<file path="src/rtl/calib_pkg.sv">
package calib_pkg;

  typedef enum logic [2:0] {
    ST_IDLE,
    ST_LOAD,
    ST_TEST,
    ST_CLOSE,
    ST_FINISH
  } calState_t;

  typedef struct packed {
    logic startSweep;
    logic applyTap;
    logic sampleResult;
    logic timedOut;
    logic stepTap;
    logic finish;
  } calStrobe_t;

endpackage

</file>
<file path="src/rtl/cal_control.sv">
module cal_control
  import calib_pkg::*;
#(
  parameter int TIMEOUT_CYC = 256
) (
  input  logic       clk,
  input  logic       rstN,
  input  logic       calStart,
  input  logic       bistDone,
  input  logic       atLastTap,
  output logic       bistRun,
  output calStrobe_t strobe
);
  localparam int TMR_W = $clog2(TIMEOUT_CYC) + 1;
  localparam logic [TMR_W-1:0] TMR_LAST = TMR_W'(TIMEOUT_CYC - 1);

  calState_t state, stateNext;
  logic [TMR_W-1:0] waitTimer;

  assign bistRun = (state == ST_TEST);

  always_comb begin
    stateNext = state;
    strobe    = '0;
    unique case (state)
      ST_IDLE: begin
        if (calStart) begin
          strobe.startSweep = 1'b1;
          stateNext = ST_LOAD;
        end
      end
      ST_LOAD: begin
        strobe.applyTap = 1'b1;
        stateNext = ST_TEST;
      end
      ST_TEST: begin
        if (bistDone) begin
          strobe.sampleResult = 1'b1;
          stateNext = ST_CLOSE;
        end else if (waitTimer == TMR_LAST) begin
          strobe.timedOut = 1'b1;
          stateNext = ST_CLOSE;
        end
      end
      ST_CLOSE: begin
        if (atLastTap) begin
          stateNext = ST_FINISH;
        end else begin
          strobe.stepTap = 1'b1;
          stateNext = ST_LOAD;
        end
      end
      ST_FINISH: begin
        strobe.finish = 1'b1;
        stateNext = ST_IDLE;
      end
      default: stateNext = ST_IDLE;
    endcase
  end

  always_ff @(posedge clk or negedge rstN) begin
    if (!rstN) begin
      state     <= ST_IDLE;
      waitTimer <= '0;
    end else begin
      state <= stateNext;
      if (state != ST_TEST) waitTimer <= '0;
      else                  waitTimer <= waitTimer + 1'b1;
    end
  end
endmodule

</file>
<file path="src/rtl/cal_datapath.sv">
module cal_datapath
  import calib_pkg::*;
#(
  parameter int TAP_W      = 6,
  parameter int NUM_LANES  = 2,
  parameter int EXPECT_CNT = 8
) (
  input  logic                       clk,
  input  logic                       rstN,
  input  calStrobe_t                 strobe,
  input  logic [TAP_W-1:0]           priorTap,
  input  logic [7:0]                 bistCount,
  output logic                       atLastTap,
  output logic [NUM_LANES*TAP_W-1:0] laneTaps,
  output logic [TAP_W-1:0]           resultTap,
  output logic [TAP_W:0]             passCount,
  output logic                       calValid,
  output logic                       timeoutErr
);
  localparam logic [TAP_W-1:0] TAP_MAX  = {TAP_W{1'b1}};
  localparam logic [7:0]       CNT_GOOD = 8'(EXPECT_CNT);

  logic [TAP_W-1:0] savedTap, curTap, firstTap, lastTap, finalTap;
  logic [TAP_W:0]   windowSum;
  logic             seenPass, tapPasses;

  assign atLastTap = (curTap == TAP_MAX);
  assign tapPasses = (bistCount == CNT_GOOD);
  assign windowSum = {1'b0, firstTap} + {1'b0, lastTap};
  assign finalTap  = seenPass ? windowSum[TAP_W:1] : savedTap;

  always_ff @(posedge clk or negedge rstN) begin
    if (!rstN) begin
      savedTap   <= '0;
      curTap     <= '0;
      firstTap   <= '0;
      lastTap    <= '0;
      seenPass   <= 1'b0;
      passCount  <= '0;
      resultTap  <= '0;
      calValid   <= 1'b0;
      timeoutErr <= 1'b0;
    end else begin
      if (strobe.startSweep) begin
        savedTap   <= priorTap;
        curTap     <= '0;
        firstTap   <= '0;
        lastTap    <= '0;
        seenPass   <= 1'b0;
        passCount  <= '0;
        calValid   <= 1'b0;
        timeoutErr <= 1'b0;
      end
      if (strobe.sampleResult && tapPasses) begin
        if (!seenPass) firstTap <= curTap;
        lastTap   <= curTap;
        seenPass  <= 1'b1;
        passCount <= passCount + 1'b1;
      end
      if (strobe.timedOut) timeoutErr <= 1'b1;
      if (strobe.stepTap)  curTap <= curTap + 1'b1;
      if (strobe.finish) begin
        resultTap <= finalTap;
        calValid  <= 1'b1;
      end
    end
  end

  for (genvar g = 0; g < NUM_LANES; g++) begin : gLane
    logic [TAP_W-1:0] laneReg;
    always_ff @(posedge clk or negedge rstN) begin
      if (!rstN)                laneReg <= '0;
      else if (strobe.applyTap) laneReg <= curTap;
      else if (strobe.finish)   laneReg <= finalTap;
    end
    assign laneTaps[g*TAP_W +: TAP_W] = laneReg;
  end
endmodule

</file>
<file path="src/rtl/strobe_window_cal.sv">
module strobe_window_cal
  import calib_pkg::*;
#(
  parameter int TAP_W       = 6,
  parameter int NUM_LANES   = 2,
  parameter int EXPECT_CNT  = 8,
  parameter int TIMEOUT_CYC = 256
) (
  input  logic                       clk,
  input  logic                       rstN,
  input  logic                       calStart,
  input  logic [TAP_W-1:0]           priorTap,
  input  logic                       bistDone,
  input  logic [7:0]                 bistCount,
  output logic                       bistRun,
  output logic [NUM_LANES*TAP_W-1:0] laneTaps,
  output logic [TAP_W-1:0]           resultTap,
  output logic [TAP_W:0]             passCount,
  output logic                       calValid,
  output logic                       timeoutErr
);
  calStrobe_t strobe;
  logic       atLastTap;

  cal_control #(.TIMEOUT_CYC(TIMEOUT_CYC)) uCtl (
    .clk(clk), .rstN(rstN), .calStart(calStart), .bistDone(bistDone),
    .atLastTap(atLastTap), .bistRun(bistRun), .strobe(strobe)
  );

  cal_datapath #(.TAP_W(TAP_W), .NUM_LANES(NUM_LANES), .EXPECT_CNT(EXPECT_CNT)) uDp (
    .clk(clk), .rstN(rstN), .strobe(strobe), .priorTap(priorTap),
    .bistCount(bistCount), .atLastTap(atLastTap), .laneTaps(laneTaps),
    .resultTap(resultTap), .passCount(passCount), .calValid(calValid),
    .timeoutErr(timeoutErr)
  );
endmodule

</file>
<file path="config.mk">
export PLATFORM = sky130hd
export DESIGN_NAME = strobe_window_cal
export DESIGN_NICKNAME = d
export VERILOG_FILES = /design/src/rtl/calib_pkg.sv /design/src/rtl/cal_control.sv /design/src/rtl/cal_datapath.sv /design/src/rtl/strobe_window_cal.sv
export SDC_FILE = /design/constraint.sdc
export NUM_CORES = 1
export LEC_CHECK = 0
export BUFFER_PORTS_ARGS = -buffer_cell sky130_fd_sc_hd__buf_2
export CAP_MARGIN = 0
export CORE_MARGIN = 5
export CORE_UTILIZATION = 50
export CTS_BUF_LIST = sky130_fd_sc_hd__clkbuf_2 sky130_fd_sc_hd__clkbuf_4 sky130_fd_sc_hd__clkbuf_8
export DETAILED_ROUTE_END_ITERATION = 7
export GPL_ROUTABILITY_DRIVEN = 0
export MAX_ROUTING_LAYER = met4
export PLACE_DENSITY_LB_ADDON = 0.3
export SLEW_MARGIN = 30
export SYNTH_ARGS = -nofsm -noshare
export SYNTH_HDL_FRONTEND = slang
export SYNTH_SLANG_ARGS = --single-unit
</file>
<file path="constraint.sdc">
create_clock -name clk -period 2.5 [get_ports clk]
set_input_delay 0.375 -clock clk [delete_from_list [all_inputs] [get_ports clk]]
set_output_delay 0.375 -clock clk [all_outputs]
set_load 0.01 [all_outputs]
</file>
# Yosys cells after proc, flatten, opt, wreduce, memory -nomap -nowiden

Index checks and enable logic that the tools add are counted.

Reduce and logical (&&, ||, !) cells: 8
Equal/unequal tests: 10
Bitwise logic cells: 0
Mux-type cells: 31
Add/sub/neg operators: 4
Divide/modulo/power cells: 0
$mul: 0
Shift-type cells: 0
$lt $le $gt $ge: 0

Operators by type and width:

| operator            | number |
|---|---|
| $mux 6              | 9 |
| $mux 7              | 2 |
| $mux 1              | 13 |
| $mux 3              | 4 |
| $pmux 3 s4          | 1 |
| $reduce_bool 2->1   | 5 |
| $add 9x1->9 const B | 1 |
| $eq 9x8->1 const B  | 1 |
| $mux 9              | 1 |
| $eq 8x4->1 const B  | 1 |
| $add 6x6->7         | 1 |
| $add 7x1->7 const B | 1 |
| $add 6x1->6 const B | 1 |
| $eq 3x2->1 const B  | 2 |
| $eq 6x6->1 const B  | 1 |
| $ne 3x2->1 const B  | 2 |
| $eq 3x1->1 const B  | 1 |
| $eq 3x3->1 const B  | 1 |
| $logic_not 3->1     | 1 |
| $mux 2              | 1 |
| $ne 2x2->1 const B  | 1 |
| $reduce_and 2->1    | 1 |
| $logic_and 1x1->1   | 1 |

Flip-flop bits (word level): 58
Bits in latches: 0
Bits in writable memories: 0
Bits in read-only memories: 0
Word-level logic and storage cells: 65
Memories: 0

# Logic depth before layout (Yosys ltp)

Depth after elaboration: 6
Mapped depth: 8
Mapped depth without buffers: 7

# Cells and area by module

From an unflattened synthesis, not the netlist that was laid out.

Cell total of the unflattened synthesis: 279
Area, all modules: 2892.8 um^2

By module, submodules not included:

| module       | cells an instance | area each (um^2) | instances |
|---|---|---|---|
| cal_datapath | 221               | 2294.7           | 1 |
| cal_control  | 58                | 598.1            | 1 |

# Worst setup path after synthesis

OpenSTA, ideal clock, no wires.

Kind: register to register
Start: register uCtl.state[0]
End: register uDp.passCount[6]
Setup slack: 0.521 ns
Arrival: 1.855 ns
Buffers on the path: 3
Data required time: 2.376 ns
Cell stages (with the launch flop): 9
Clock period less this slack: 1.979 ns
Cells stage by stage: dfrtp_1 > buf_2 > or3b_1 > buf_2 > nor4_4 > buf_4 > nand4_1 > nand3_1 > o21ai_1

Longest elaborated chain between the ends: 4
Elaborated cells on any way between the ends: 7
Classes of those cells: 1 x eq/ne; 3 x mux; 3 x reduce/logical

Ends and longest elaborated chain:

| element                                     | line               | RTL |
|---|---|---|
| start: declaration                          | cal_control.sv:17  | `calState_t state, stateNext;` |
| start signal: assignment                    | cal_control.sv:66  | `state <= stateNext;` |
| $eq 3x2->1                                  | cal_control.sv:25  | `unique case (state)` |
| $mux 2                                      | cal_control.sv:25  |  |
| $logic_and 1x1->1                           | cal_datapath.sv:54 | `if (strobe.sampleResult && tapPasses) begin` |
| $mux 7 or $reduce_bool 2->1 (tied branches) | n/a                |  |
| end signal: assignment                      | cal_datapath.sv:58 | `passCount <= passCount + 1'b1;` |
| end: declaration                            | cal_datapath.sv:16 | `output logic [TAP_W:0] passCount,` |

Several ways; a longest one is shown, not always the timed one.
A chain may end at the register's enable or synchronous reset.

# Final worst setup path

Start: register uDp.firstTap[0]
End: register uDp.gLane[0].laneReg[5]

Longest elaborated chain between the ends: 4

Ends and longest elaborated chain:

| element                  | line               | RTL |
|---|---|---|
| start: declaration       | cal_datapath.sv:23 | `logic [TAP_W-1:0] savedTap, curTap, firstTap, lastTap, finalTap;` |
| start signal: assignment | cal_datapath.sv:55 | `if (!seenPass) firstTap <= curTap;` |
| $add 6x6->7              | cal_datapath.sv:29 | `assign windowSum = {1'b0, firstTap} + {1'b0, lastTap};` |
| $mux 6                   | cal_datapath.sv:30 | `assign finalTap = seenPass ? windowSum[TAP_W:1] : savedTap;` |
| $mux 6                   | cal_datapath.sv:74 | `else if (strobe.finish) laneReg <= finalTap;` |
| $mux 6                   | cal_datapath.sv:73 | `else if (strobe.applyTap) laneReg <= curTap;` |
| end signal: assignment   | cal_datapath.sv:73 |  |
| end signal: assignment   | cal_datapath.sv:74 |  |
| end: declaration         | cal_datapath.sv:70 | `logic [TAP_W-1:0] laneReg;` |

Every way passes these cells. The select of a mux whose other input is x is not followed.

==> impl_metrics.env <==
export IMPL_tightest_slew_ns=0.576
export IMPL_use_met3_pct=4.03
export IMPL_p_switching_uw=908
export IMPL_yosysSeqAreaShare_pct=50.3
export IMPL_clkLatencyLatePin_ns=0.33
export IMPL_path_max_fanout=3
export IMPL_status="finished clean"
export IMPL_grt_use_met2_pct=28.7
export IMPL_chipHeight_um=85.9
export IMPL_grt_pass1_vias=2265
export IMPL_yosysTopAreaCell="dfrtp_1"
export IMPL_cts_root_buffer="clkbuf_8"
export IMPL_wl_per_cell_um=14.2
export IMPL_grtUsageMet1_pct=23.6
export IMPL_drv_cap=0
export IMPL_p_int_uw=1860
export IMPL_core_mm2=0.00554
export IMPL_synth_edf_count=0
export IMPL_synthToLayoutAreaGrowth_pct=16.1
export IMPL_synth_top_area_share_pct=50.3
export IMPL_timing_final_crit_period_ns=2.05
export IMPL_antenna_left=0
export IMPL_syn_area_per_cell_um2=9.58
export IMPL_worst_setup_path_end_kind="flop"
export IMPL_fin_total_pwr_uw=2770
export IMPL_clockPowerShare_pct=29.3
export IMPL_pwr_share_seq_pct=44.0
export IMPL_critPathKind="reg -> reg"
export IMPL_netSwitchingFraction_pct=32.8
export IMPL_final_area_mm2=0.00335
export IMPL_tns_ns=0
export IMPL_ys_warn_count=0
export IMPL_clock_sinks=58
export IMPL_power_frac_comb_pct=26.7
export IMPL_startpoint_type="flop"
export IMPL_fmax_mhz=488
export IMPL_syn_nets=329
export IMPL_netlist_instances=301
export IMPL_ios=46
export IMPL_finalMaxSlewViolations=0
export IMPL_synthTopCellsByArea="dfrtp_1 (50%), nand2_1 (6.4%), o21ai_0 (5.7%)"
export IMPL_vias_per_cell=5.37
export IMPL_hold_viol=0
export IMPL_postCtsSetupBuffers=0
export IMPL_grt_util_all_layers_pct=18.7
export IMPL_antenna_found_initial=0
export IMPL_firstDrtPassIters=4
export IMPL_num_vias=2272
export IMPL_synth_ff_type="dfrtp_1"
export IMPL_busiest_layer="met2"
export IMPL_final_common_cell="dfrtp_1"
export IMPL_die_area_mm2=0.00738
export IMPL_grt_max_degree=42
export IMPL_place_area_mm2=0.00316
export IMPL_clk_pin_slew_ns=0.07
export IMPL_slew_limit_headroom_pct=61.4
export IMPL_drc=0
export IMPL_syn_cell_area_mm2=0.00288
export IMPL_synth_async_reset_ratio_pct=100
export IMPL_arrival_ns=2.26
export IMPL_rsz0062_at_grt="false"
export IMPL_wl_um=5990
export IMPL_initial_core_util_pct=52.0
export IMPL_die_width_um=85.9
export IMPL_htreeDepth=3
export IMPL_setup_viol_count_final=0
export IMPL_peakVddDrop_uv=369
export IMPL_layout_common_cells="dfrtp_1 (58), nand2_1 (49), buf_2 (44), o21ai_0 (33), nor2_1 (21)"
export IMPL_first_iter_violations=118
export IMPL_grt_pass1_wl_um=10600
export IMPL_cts_buffers=9
export IMPL_worstPathRequired_ns=2.71
export IMPL_power_leakage_uw=0.00165
export IMPL_ctsResizeCount=0
export IMPL_portBuffers=45
export IMPL_fp_row_count=27
export IMPL_worstHoldPathType="in -> async"
export IMPL_post_route_period_util_pct=81.9
export IMPL_overflow=0
export IMPL_ys_seq_elements=58
export IMPL_cts_hold_buf=0
export IMPL_clockBufferDepth=2
export IMPL_p_per_area_mw_per_mm2=828
export IMPL_antenna_cells=0
export IMPL_fin_skew_ns=0.00535
export IMPL_drive_above_1_share_pct=23.9
export IMPL_cts_tree="yes"
export IMPL_dp_hpwl_um=4430
export IMPL_yosysUniqueCellTypes=48
export IMPL_nets=374
-- logic make-up after synthesis --
logic type / synth area share (%)
simple gates: 20.0
compound gates: 13.4
flops: 50.3
buf+inv: 4.99
mux: 4.25
fa+ha+maj: 4.60
xor+xnor: 2.43
-- Yosys cell counts (4+ instances only) --
master	count
nand2_1	49
clkbuf_1	7
a21oi_1	12
inv_1	9
o21ai_0	33
xnor2_1	6
buf_2	4
mux2_2	10
nand3_1	13
nor2_1	21
dfrtp_1	58
and3_1	4
buf_4	8
o21ai_1	5
ha_1	9
nor2b_1	7
-- sequential cells by signal (all words and copies together), names as in the netlist, 6 cells and up --
signal and cells:
uDp.firstTap 6, uCtl.waitTimer 9, uDp.passCount 7, uDp.savedTap 6, uDp.curTap 6, uDp.lastTap 6, uDp.gLane.laneReg 6, uDp.resultTap 6
-- path summary, 6_finish.rpt --
kind                                              from                                  end  depth (start not counted)  slack [ns]
hold / removal                                    rstN          uCtl.waitTimer[3]$_DFF_PN0_                          1        0.01
setup reg to reg             uDp.firstTap[0]$_DFF_PN0_  uDp.gLane[0].laneReg[5]$_DFFE_PN0P_                          7        0.45
min in group clk                           priorTap[5]          uDp.savedTap[5]$_DFFE_PN0P_                          2        0.27
hold reg to reg            uCtl.waitTimer[0]$_DFF_PN0_          uCtl.waitTimer[0]$_DFF_PN0_                          1        0.46
setup / recovery             uDp.firstTap[0]$_DFF_PN0_  uDp.gLane[0].laneReg[5]$_DFFE_PN0P_                          7        0.45
max in group asynchronous                         rstN          uDp.savedTap[4]$_DFFE_PN0P_                          2        1.88
-- worst max-delay path, stage by stage, from the launching register on --
cell	delay [ns]
dfrtp_1	0.39
and2_1	0.17
fa_1	0.41
a21oi_1	0.20
o21ai_0	0.13
o21ai_0	0.16
a31oi_1	0.14
a221o_1	0.32
-- final cells by class --
type,instances,area (µm²)
multi-input combinational,214,1290
clock inverter,2,10.0
sequential,58,1450
timing repair buffer,54,295
fill,487,2190
tap,72,90.1
inverter,9,33.8
clock buffer,14,180
-- per-stage QoR --
stage          util, %  setup WS (ns)  std cells  hold WS [ns]
2_1_floorplan        -          0.521        301        0.0794
3_3_place_gp      57.0          0.493        407         0.441
3_5_place_dp      57.0          0.440        407         0.452
4_1_cts           60.4          0.486        423         0.213
5_1_grt           60.4          0.313        423        0.0650
6_report          60.4          0.452        423       0.00981
-- per-layer routing --
metal / vias up / share of wire, % / wire length (µm)
met3: 17 / 4.6 / 274
met5: - / 0 / 0
met1: 1088 / 44 / 2650
met2: 46 / 48 / 2890
li1: 1121 / - / -
met4: 0 / 2.8 / 168
-- power groups by stage --
stage / combinational (µW) / clock (µW) / sequential, µW
global route: 837 / 870 / 1240
CTS: 745 / 829 / 1220
global placement: 725 / 0 / 1230
detailed placement: 743 / 0 / 1240
finish: 740 / 813 / 1220
floorplan: 563 / 0 / 1180
No activity file was read; power rests on OpenSTA's default activity.
